<file path="config.mk">
export PLATFORM = sky130hd
export DESIGN_NAME = bus_recover
export DESIGN_NICKNAME = d
export VERILOG_FILES = /design/src/rtl/bus_recover_pkg.sv /design/src/rtl/bus_recover_tick.sv /design/src/rtl/bus_recover_seq.sv /design/src/rtl/bus_recover.sv
export SDC_FILE = /design/constraint.sdc
export NUM_CORES = 1
export LEC_CHECK = 0
export BUFFER_PORTS_ARGS = -buffer_cell sky130_fd_sc_hd__buf_2
export CAP_MARGIN = 20
export CORE_ASPECT_RATIO = 0.6
export CORE_MARGIN = 10
export CORE_UTILIZATION = 55
export DETAILED_ROUTE_END_ITERATION = 16
export PLACE_DENSITY = 0.78
export SETUP_SLACK_MARGIN = 0.5
export SYNTH_ARGS = -nofsm -noshare
export SYNTH_HDL_FRONTEND = slang
export SYNTH_HIERARCHICAL = 1
export SYNTH_SLANG_ARGS = --single-unit
</file>
<file path="constraint.sdc">
create_clock -name clk_i -period 4.98 [get_ports clk_i]
set_clock_uncertainty 0.05 [all_clocks]
set_input_delay 0.249 -clock clk_i [delete_from_list [all_inputs] [get_ports clk_i]]
set_output_delay 0.249 -clock clk_i [all_outputs]
set_load 0.05 [all_outputs]
</file>
<file path="src/rtl/bus_recover_pkg.sv">
package bus_recover_pkg;
  typedef enum logic [2:0] {
    ST_IDLE,
    ST_START,
    ST_CLK,
    ST_RSTART,
    ST_STOP
  } rec_state_e;

  // quarter counts per phase
  localparam int unsigned START_Q  = 2;
  localparam int unsigned CLK_Q    = 4;
  localparam int unsigned RSTART_Q = 2;
  localparam int unsigned STOP_Q   = 1;
  localparam int unsigned QC_W     = 2;
endpackage

</file>
<file path="src/rtl/bus_recover_tick.sv">
module bus_recover_tick #(
  parameter int unsigned DIV_W = 16
) (
  input  logic             clk_i,
  input  logic             rst_ni,
  input  logic             clr_i,
  input  logic             en_i,
  input  logic [DIV_W-1:0] div_i,
  output logic             tick_o
);
  logic [DIV_W-1:0] cnt_q;

  assign tick_o = en_i && (cnt_q >= div_i);

  always_ff @(posedge clk_i or negedge rst_ni) begin
    if (!rst_ni)       cnt_q <= '0;
    else if (clr_i)    cnt_q <= '0;
    else if (en_i)     cnt_q <= tick_o ? '0 : cnt_q + 1'b1;
  end

  p_tick_gap_r7: assert property (@(posedge clk_i) disable iff (!rst_ni)
    (en_i && !clr_i && tick_o && div_i != '0) |=> (!tick_o || div_i == '0));
endmodule

</file>
<file path="src/rtl/bus_recover_seq.sv">
module bus_recover_seq
  import bus_recover_pkg::*;
#(
  parameter int unsigned NUM_CLKS = 9
) (
  input  logic clk_i,
  input  logic rst_ni,
  input  logic req_i,
  input  logic tick_i,
  input  logic sda_i,
  output logic clr_o,
  output logic scl_oe_o,
  output logic sda_oe_o,
  output logic busy_o,
  output logic done_o,
  output logic fail_o
);
  localparam int unsigned BIT_W = (NUM_CLKS > 1) ? $clog2(NUM_CLKS) : 1;
  localparam logic [BIT_W-1:0] LAST_BIT = BIT_W'(NUM_CLKS - 1);

  rec_state_e       st_q;
  logic [QC_W-1:0]  qc_q;
  logic [BIT_W-1:0] bit_q;
  logic             hold_q;
  logic             done_q, fail_q;

  assign busy_o = (st_q != ST_IDLE);
  assign clr_o  = (st_q == ST_IDLE) && req_i;
  assign done_o = done_q;
  assign fail_o = fail_q;

  always_comb begin
    scl_oe_o = 1'b0;
    sda_oe_o = 1'b0;
    unique case (st_q)
      ST_START, ST_RSTART: sda_oe_o = 1'b1;
      ST_CLK: begin
        scl_oe_o = (qc_q < QC_W'(CLK_Q / 2));
        sda_oe_o = (qc_q == '0) && hold_q;  // keep start low until SCL is down
      end
      default: ;
    endcase
  end

  always_ff @(posedge clk_i or negedge rst_ni) begin
    if (!rst_ni) begin
      st_q   <= ST_IDLE;
      qc_q   <= '0;
      bit_q  <= '0;
      hold_q <= 1'b0;
      done_q <= 1'b0;
      fail_q <= 1'b0;
    end else begin
      done_q <= 1'b0;
      unique case (st_q)
        ST_IDLE: if (req_i) begin
          fail_q <= 1'b0;
          qc_q   <= '0;
          bit_q  <= '0;
          hold_q <= sda_i;
          st_q   <= sda_i ? ST_START : ST_CLK;
        end
        ST_START: if (tick_i) begin
          if (qc_q == QC_W'(START_Q - 1)) begin
            qc_q <= '0;
            st_q <= ST_CLK;
          end else qc_q <= qc_q + 1'b1;
        end
        ST_CLK: if (tick_i) begin
          if (qc_q == '0) hold_q <= 1'b0;
          if (qc_q == QC_W'(CLK_Q - 1)) begin
            qc_q <= '0;
            if (bit_q == LAST_BIT) st_q <= ST_RSTART;
            else                   bit_q <= bit_q + 1'b1;
          end else qc_q <= qc_q + 1'b1;
        end
        ST_RSTART: if (tick_i) begin
          if (qc_q == QC_W'(RSTART_Q - 1)) begin
            qc_q <= '0;
            st_q <= ST_STOP;
          end else qc_q <= qc_q + 1'b1;
        end
        ST_STOP: if (tick_i) begin
          if (qc_q == QC_W'(STOP_Q - 1)) begin
            qc_q   <= '0;
            st_q   <= ST_IDLE;
            done_q <= 1'b1;
            fail_q <= !sda_i;
          end else qc_q <= qc_q + 1'b1;
        end
        default: st_q <= ST_IDLE;
      endcase
    end
  end

  p_sda_moves_scl_low_r5: assert property (@(posedge clk_i) disable iff (!rst_ni)
    (!scl_oe_o && !$past(scl_oe_o) && !$stable(sda_oe_o))
      |-> (st_q inside {ST_START, ST_RSTART, ST_STOP}));

  p_step_on_tick_r7: assert property (@(posedge clk_i) disable iff (!rst_ni)
    (st_q != ST_IDLE && !tick_i) |=> $stable(st_q));

  p_done_pulse_r8: assert property (@(posedge clk_i) disable iff (!rst_ni)
    done_o |=> !done_o);

  p_fail_with_done_r8: assert property (@(posedge clk_i) disable iff (!rst_ni)
    $rose(fail_o) |-> done_o);

  p_req_ignored_r9: assert property (@(posedge clk_i) disable iff (!rst_ni)
    (st_q != ST_IDLE && st_q != ST_STOP && req_i) |=> (st_q != ST_IDLE));

  p_idle_released_r1: assert property (@(posedge clk_i) disable iff (!rst_ni)
    (!busy_o && !$past(busy_o)) |-> (!scl_oe_o && !sda_oe_o));
endmodule

</file>
<file path="src/rtl/bus_recover.sv">
module bus_recover #(
  parameter int unsigned DIV_W    = 16,
  parameter int unsigned NUM_CLKS = 9
) (
  input  logic             clk_i,
  input  logic             rst_ni,
  input  logic             req_i,
  input  logic [DIV_W-1:0] qdiv_i,
  input  logic             sda_i,
  output logic             scl_oe_o,
  output logic             sda_oe_o,
  output logic             busy_o,
  output logic             done_o,
  output logic             fail_o
);
  logic tick, clr;

  bus_recover_tick #(.DIV_W(DIV_W)) i_tick (
    .clk_i  (clk_i),
    .rst_ni (rst_ni),
    .clr_i  (clr),
    .en_i   (busy_o),
    .div_i  (qdiv_i),
    .tick_o (tick)
  );

  bus_recover_seq #(.NUM_CLKS(NUM_CLKS)) i_seq (
    .clk_i    (clk_i),
    .rst_ni   (rst_ni),
    .req_i    (req_i),
    .tick_i   (tick),
    .sda_i    (sda_i),
    .clr_o    (clr),
    .scl_oe_o (scl_oe_o),
    .sda_oe_o (sda_oe_o),
    .busy_o   (busy_o),
    .done_o   (done_o),
    .fail_o   (fail_o)
  );
endmodule

</file>
# ---- Yosys cells after proc, flatten, opt, wreduce, memory -nomap -nowiden
# Index checks and enable logic that the tools add are counted.
dict set report op_classes {
  n_addsub 3
  order_cmp 2
  n_eq_ne 20
  n_mux 41
  n_reduce_logical 17
}
# operator n
set op_table {}
lappend op_table {{2-to-1 mux 16 bit} 3}
lappend op_table {{2-to-1 mux 3 bit} 10}
lappend op_table {{adder 16 x 1 -> 16 bit, second input constant} 1}
lappend op_table {{>= comparator 16 bit} 1}
lappend op_table {{2-to-1 mux 2 bit} 8}
lappend op_table {{2-to-1 mux 4 bit} 4}
lappend op_table {{one-hot mux 3 bit (5 select lines)} 1}
lappend op_table {{inequality test 2 x 1 -> 1 bit, second input constant} 7}
lappend op_table {{inequality test 2 bit, second input constant} 6}
lappend op_table {{2-to-1 mux 1 bit} 10}
lappend op_table {{AND reduction 10 bit} 1}
lappend op_table {{AND reduction 5 bit} 2}
lappend op_table {{one-hot mux 2 bit (4 select lines)} 1}
lappend op_table {{one-hot mux 4 bit (2 select lines)} 1}
lappend op_table {{AND reduction 4 bit} 2}
lappend op_table {{equality test 3 x 2 -> 1 bit, second input constant} 2}
lappend op_table {{one-hot mux 1 bit (2 select lines)} 3}
lappend op_table {{nonzero test 2 bit} 3}
lappend op_table {{adder 4 x 1 -> 4 bit, second input constant} 1}
lappend op_table {{equality test 4 bit, second input constant} 1}
lappend op_table {{nonzero test 4 bit} 1}
lappend op_table {{equality test 3 x 1 -> 1 bit, second input constant} 1}
lappend op_table {{equality test 3 bit, second input constant} 1}
lappend op_table {{logical AND 1 bit} 3}
lappend op_table {{other kinds (9)} 9}
dict set report totals {
  regBits 28
  inputBits 20
  output_inout_bits 5
}

# ---- Logic depth before layout (Yosys ltp)
dict set report logic_depth {
  ltp_word 5
  mapped_depth 12
  mapped_depth_nobuf 11
}

# ---- Hierarchy
# Netlist, hierarchy kept.
# mod instances cells_each area_each_um2 seq_area_each_um2
set by_module_without_submodules {}
lappend by_module_without_submodules {bus_recover_tick 1 152 1271.2 400.4}
lappend by_module_without_submodules {bus_recover_seq 1 104 933.4 300.3}

# ---- Worst setup path before layout
# OpenSTA, ideal clock, no wires.
dict set report synth_timing {
  kind {flip-flop to flip-flop}
  startpoint {reg i_tick.cnt_q[13]}
  endpoint {reg i_seq.st_q[0]}
  setup_time_ns 0.125
  arrival_time_ns 2.634
  slack_ns 2.170
  path_stages_with_launch 11
  path_buffers 0
  period_less_slack_ns 2.810
  cell_sequence {dfrtp_1 ha_1 a21oi_2 o21ai_1 or4_4 a21oi_1 nor2_1 a211o_1 a221o_1 and2_4 mux2_4}
}
dict set report synth_between {
  elab_chain_cells 4
}
# element line_no
set synth_rtl {}
lappend synth_rtl {{start: declaration} bus_recover_tick.sv:11} ;# logic [DIV_W-1:0] cnt_q;
lappend synth_rtl {{start signal: assignment} bus_recover_tick.sv:18} ;# else if (en_i) cnt_q <= tick_o ? '0 : cnt_q + 1'b1;
lappend synth_rtl {{>= comparator 16 bit (*)} bus_recover_tick.sv:13} ;# assign tick_o = en_i && (cnt_q >= div_i);
lappend synth_rtl {{logical AND 1 bit (*)} bus_recover_tick.sv:13}
lappend synth_rtl {{named net tick} bus_recover.sv:16} ;# logic tick, clr;
lappend synth_rtl {{inequality test 2 bit (no source line)} -}
lappend synth_rtl {{AND reduction 10 bit (no source line) (*)} -}
lappend synth_rtl {{end signal: assignment} bus_recover_seq.sv:61} ;# st_q <= sda_i ? ST_START : ST_CLK;
lappend synth_rtl {{end: declaration} bus_recover_seq.sv:21} ;# rec_state_e st_q;
# The timed path passes the listed nets; every way through them passes the cells marked *.
# A chain may end at the register's enable or synchronous reset.

# ---- Worst setup path after layout
dict set report layout_timing {
  startpoint {reg i_tick.cnt_q[13]}
  endpoint {reg i_seq.bit_q[0]}
}
dict set report layout_between {
  elab_chain_cells 4
}
# element line_no
set layout_rtl {}
lappend layout_rtl {{>= comparator 16 bit} bus_recover_tick.sv:13}
lappend layout_rtl {{logical AND 1 bit} bus_recover_tick.sv:13}
lappend layout_rtl {{named net tick} bus_recover.sv:16}
lappend layout_rtl {{inequality test 2 bit (no source line)} -}
lappend layout_rtl {{AND reduction 5 bit (no source line)} -}
lappend layout_rtl {{end signal: assignment} bus_recover_seq.sv:74} ;# else bit_q <= bit_q + 1'b1;
lappend layout_rtl {{end: declaration} bus_recover_seq.sv:23} ;# logic [BIT_W-1:0] bit_q;
# The timed path passes the listed nets, and every way through them passes these cells.

==> run_results.csv <==
group,metric,value,unit
placement,place_area,2320,µm²
logic_synthesis,yosys_warnings,6,
clock_tree,clkLatencyLatePin,280,ps
flow_run,maxCapViolCount,0,
logic_synthesis,synth.area.top_cells,"dfrtp_1 (32%), ha_1 (14%), inv_1 (4.9%)",
logic_synthesis,synth_compound_area_share,22.9,%
drt,wl_met1,2.62,mm
timing,rsz0062_at_grt,"false",
drt,via_per_inst,5.90,
final_layout,layout.nets,320,
timing,finalSetupViolCount,0,
drt,wirelength,4.95,mm
timing,report.final.hold_viol_count,0,
critical_path,crit_type,"reg2reg",
global_route,grt_pass1_wl,8.64,mm
worst_hold_path,worstHoldStart,"sda_i",
final_layout,final_util,63.5,%
critical_path,slowest_delay,500,ps
worst_hold_path,holdPathStages,3,
global_route,antenna_found_initial,0,
logic_synthesis,synthMostInstantiatedCell,"inv_1",
final_layout,fin_cells,322,
logic_synthesis,synthMuxAreaShare,3.29,%
placement,io_buffers,24,
critical_path,reg2reg_depth,10,
logic_synthesis,synth_cell_types,48,
critical_path,path_delay_family,"simple AND/OR/NAND/NOR gates",
global_route,grt.total_usage,14.4,%
drt,drc,0,
final_layout,fin_area,2390,µm²
drt,wl_met3,317,µm
floorplan,start_util,58.6,%
logic_synthesis,syn_area,2200,µm²
global_route,grt_remaining_overflow,0,
logic_synthesis,syn_avg_cell_area,8.61,µm²
drt,dr.pass1.iters,5,
floorplan,die_y,69.0,µm
timing,worstMarginPinSlew,770,ps
worst_hold_path,hold_end,"i_seq/hold_q$_DFFE_PN0P_",
critical_path,r2r_start,"i_tick/cnt_q[13]$_DFFE_PN0P_",
clock_tree,post_cts_buffers,0,
critical_path,path_max_fanout,12,
final_layout,seqCellArea,701,µm²
placement,dp_cells,317,
logic_synthesis,synth.largest_area_cell,"dfrtp_1",
logic_synthesis,async_flop_share,100,%
logic_synthesis,yosys.area_share.xor_xnor,0,%
critical_path,reg2reg_to,"i_seq/bit_q[0]$_DFFE_PN0P_",
drt,ant_nets,0,
placement,place.gp.congestion,0.847,
final_layout,multi_input_area,1330,µm²
floorplan,core,3760,µm²
logic_synthesis,ys.flop_type,"dfrtp_1",
logic_synthesis,synth_top_area_share,31.8,%
final_layout,drive_above_1_share,14.9,%
logic_synthesis,ys_ff_latch,28,
drt,vias,1900,
timing,max_freq,0.305,GHz
drt,drtIter0Drc,146,
clock_tree,tritoncts,"done",
timing,slew_viol_final,0,
final_layout,syn_to_final_growth,8.40,%
logic_synthesis,synth_common_cells,"inv_1 (29), dfrtp_1 (28), ha_1 (24), nor2_1 (19), nand2_1 (16)",
final_layout,fill_cells,343,
final_layout,n_antenna_cell,0,
run_status,status,"complete, no violations",
floorplan,pin_count,25,
placement,dp_hpwl,3.76,mm
drt,topRoutingLayerUsed,"met4",
critical_path,start_kind,"flop",
pwr,p_per_area,412,nW/µm²
critical_path,cp.required,5110,ps
pwr,irDropWorstVdd,0.000220,V
clock_tree,path_clk_slew,100,ps
clock_tree,clockBufferDepth,2,
clock_tree,cts-htree-levels,1,
logic_synthesis,postSynthCellCount,256,
drt,dr_wl_met2,1.99,mm
logic_synthesis,synth-simple-area-share,20.5,%
timing,setup-tns-final,0,ps
logic_synthesis,synth_fa_ha_area_share,13.6,%
critical_path,critPathMostFrequentCell,"nor2_1",
critical_path,ff2ff_setup_slack,1700,ps
global_route,grt_start_max_net_pins,29,
clock_tree,numClockSinks,28,
floorplan,die_w,102,µm
critical_path,worstPathArrival,3410,ps
pwr,p_leak,1.20,nW
logic_synthesis,syn_nets,300,
timing,period_share,65.9,%
timing,finalCriticalPeriod,3280,ps
critical_path,cp_cell_sequence,"ha_1 > nand4_1 > nor2_1 > o2111a_1 > a21oi_1 > nor2_1 > and3_1 > o21a_1 > mux2_2 > a22o_1",
critical_path,critical_path_cell_count,10,
floorplan,die_area,7020,µm²
floorplan,rows,17,
logic_synthesis,synth_top_family_by_area,"compound AO/OA/AOI/OAI gates",
worst_hold_path,min_path_type,"in2reg",
timing,relSlewSlack,48.5,%
clock_tree,ctsRootBufferMaster,"clkbuf_8",
clock_tree,cts_buffers,3,
critical_path,crit_path_end_kind,"flop",
logic_synthesis,synth_edf_count,0,
global_route,grt_pass1_vias,1829,
logic_synthesis,synth-seq-area-share,31.8,%
critical_path,critPathBufInv,0,
critical_path,cp_slowest_cell,"nor2_1",
drt,wl_per_cell,15.4,µm
[metal layers]
metal,track usage [%],vias up
met5,0,-
li1,-,958
met1,21.8,899
met3,4.07,4
met2,19.1,39
met4,3.60,0
[worst register-to-register path, delay by kind of cell, from the launching register on]
| kind | cells | cell delay (ps) |
|---|---|---|
| mux | 1 | 370 |
| fa+ha+maj | 1 | 330 |
| flops | 1 | 430 |
| simple gates | 4 | 1170 |
| compound gates | 4 | 840 |
[cells by family after synthesis]
family	count (synthesis)
buffers and inverters	40
multiplexers	6
flip-flops	28
AO/OA/AOI/OAI	74
AND/OR/NAND/NOR	84
adder cells (fa/ha/maj)	24
[state kept, by name, indices dropped and copies added (netlist names)]
register / cells
i_seq/done_o: 1
i_seq/hold_q: 1
i_tick/cnt_q: 16
i_seq/qc_q: 2
i_seq/fail_o: 1
i_seq/st_q: 3
i_seq/bit_q: 4
[through the flow]
step	hold WS (ps)	total power [mW]	setup WS, ps
finish	287	0.983	1700
global route	333	1.07	1510
CTS	276	0.986	1750
detailed placement	273	0.838	1770
global placement	266	0.826	1900
floorplan	-96.6	0.753	2170
[worst max path at each step]
stage	end	startpoint	slack, ps
final	i_seq/bit_q[0]$_DFFE_PN0P_	i_tick/cnt_q[13]$_DFFE_PN0P_	1700
after CTS	i_seq/bit_q[0]$_DFFE_PN0P_	i_tick/cnt_q[13]$_DFFE_PN0P_	1750
after global routing	i_seq/bit_q[0]$_DFFE_PN0P_	i_tick/cnt_q[13]$_DFFE_PN0P_	1510
after detailed placement	i_seq/bit_q[0]$_DFFE_PN0P_	i_tick/cnt_q[13]$_DFFE_PN0P_	1770
after global placement	i_seq/bit_q[0]$_DFFE_PN0P_	i_tick/cnt_q[13]$_DFFE_PN0P_	1900
after floorplan	i_seq/st_q[0]$_DFFE_PN0P_	i_tick/cnt_q[13]$_DFFE_PN0P_	2170
[cells in the final DEF (no fill, tap or decap), types with 4 or more instances in the layout]
cell,synthesis,routed
o21ai_0,8,8
nor3_1,5,5
o21ai_1,8,8
ha_1,24,24
nand4_1,6,6
nand3_1,7,7
buf_2,2,24
a21oi_1,15,15
nor2_1,19,19
a22o_1,7,7
dfrtp_1,28,28
clkbuf_8,0,4
and3_1,5,5
a21o_1,4,4
nand2_1,16,16
nand2b_1,10,10
a211oi_1,4,4
a31oi_1,14,14
inv_1,29,29
[report_power, final]
part	internal, mW	switching, mW
clock network	0.0709	0.0719
registers	0.270	0.0799
logic	0.191	0.300
total	0.532	0.451
[cell type report]
type / count / share of cell area, %
sequential: 28 / 29.3
tap: 47 / 2.46
inverter: 29 / 4.55
multi-input combinational: 188 / 55.6
timing repair buffer: 26 / 5.76
clock buffer: 4 / 2.30
[timing repair]
action | in CTS | in global routing
hold buffers | 1 | 0
hold endpoints to repair | 28 | 0
resized for setup | 0 | 0
(Power assumes the default switching activity.)
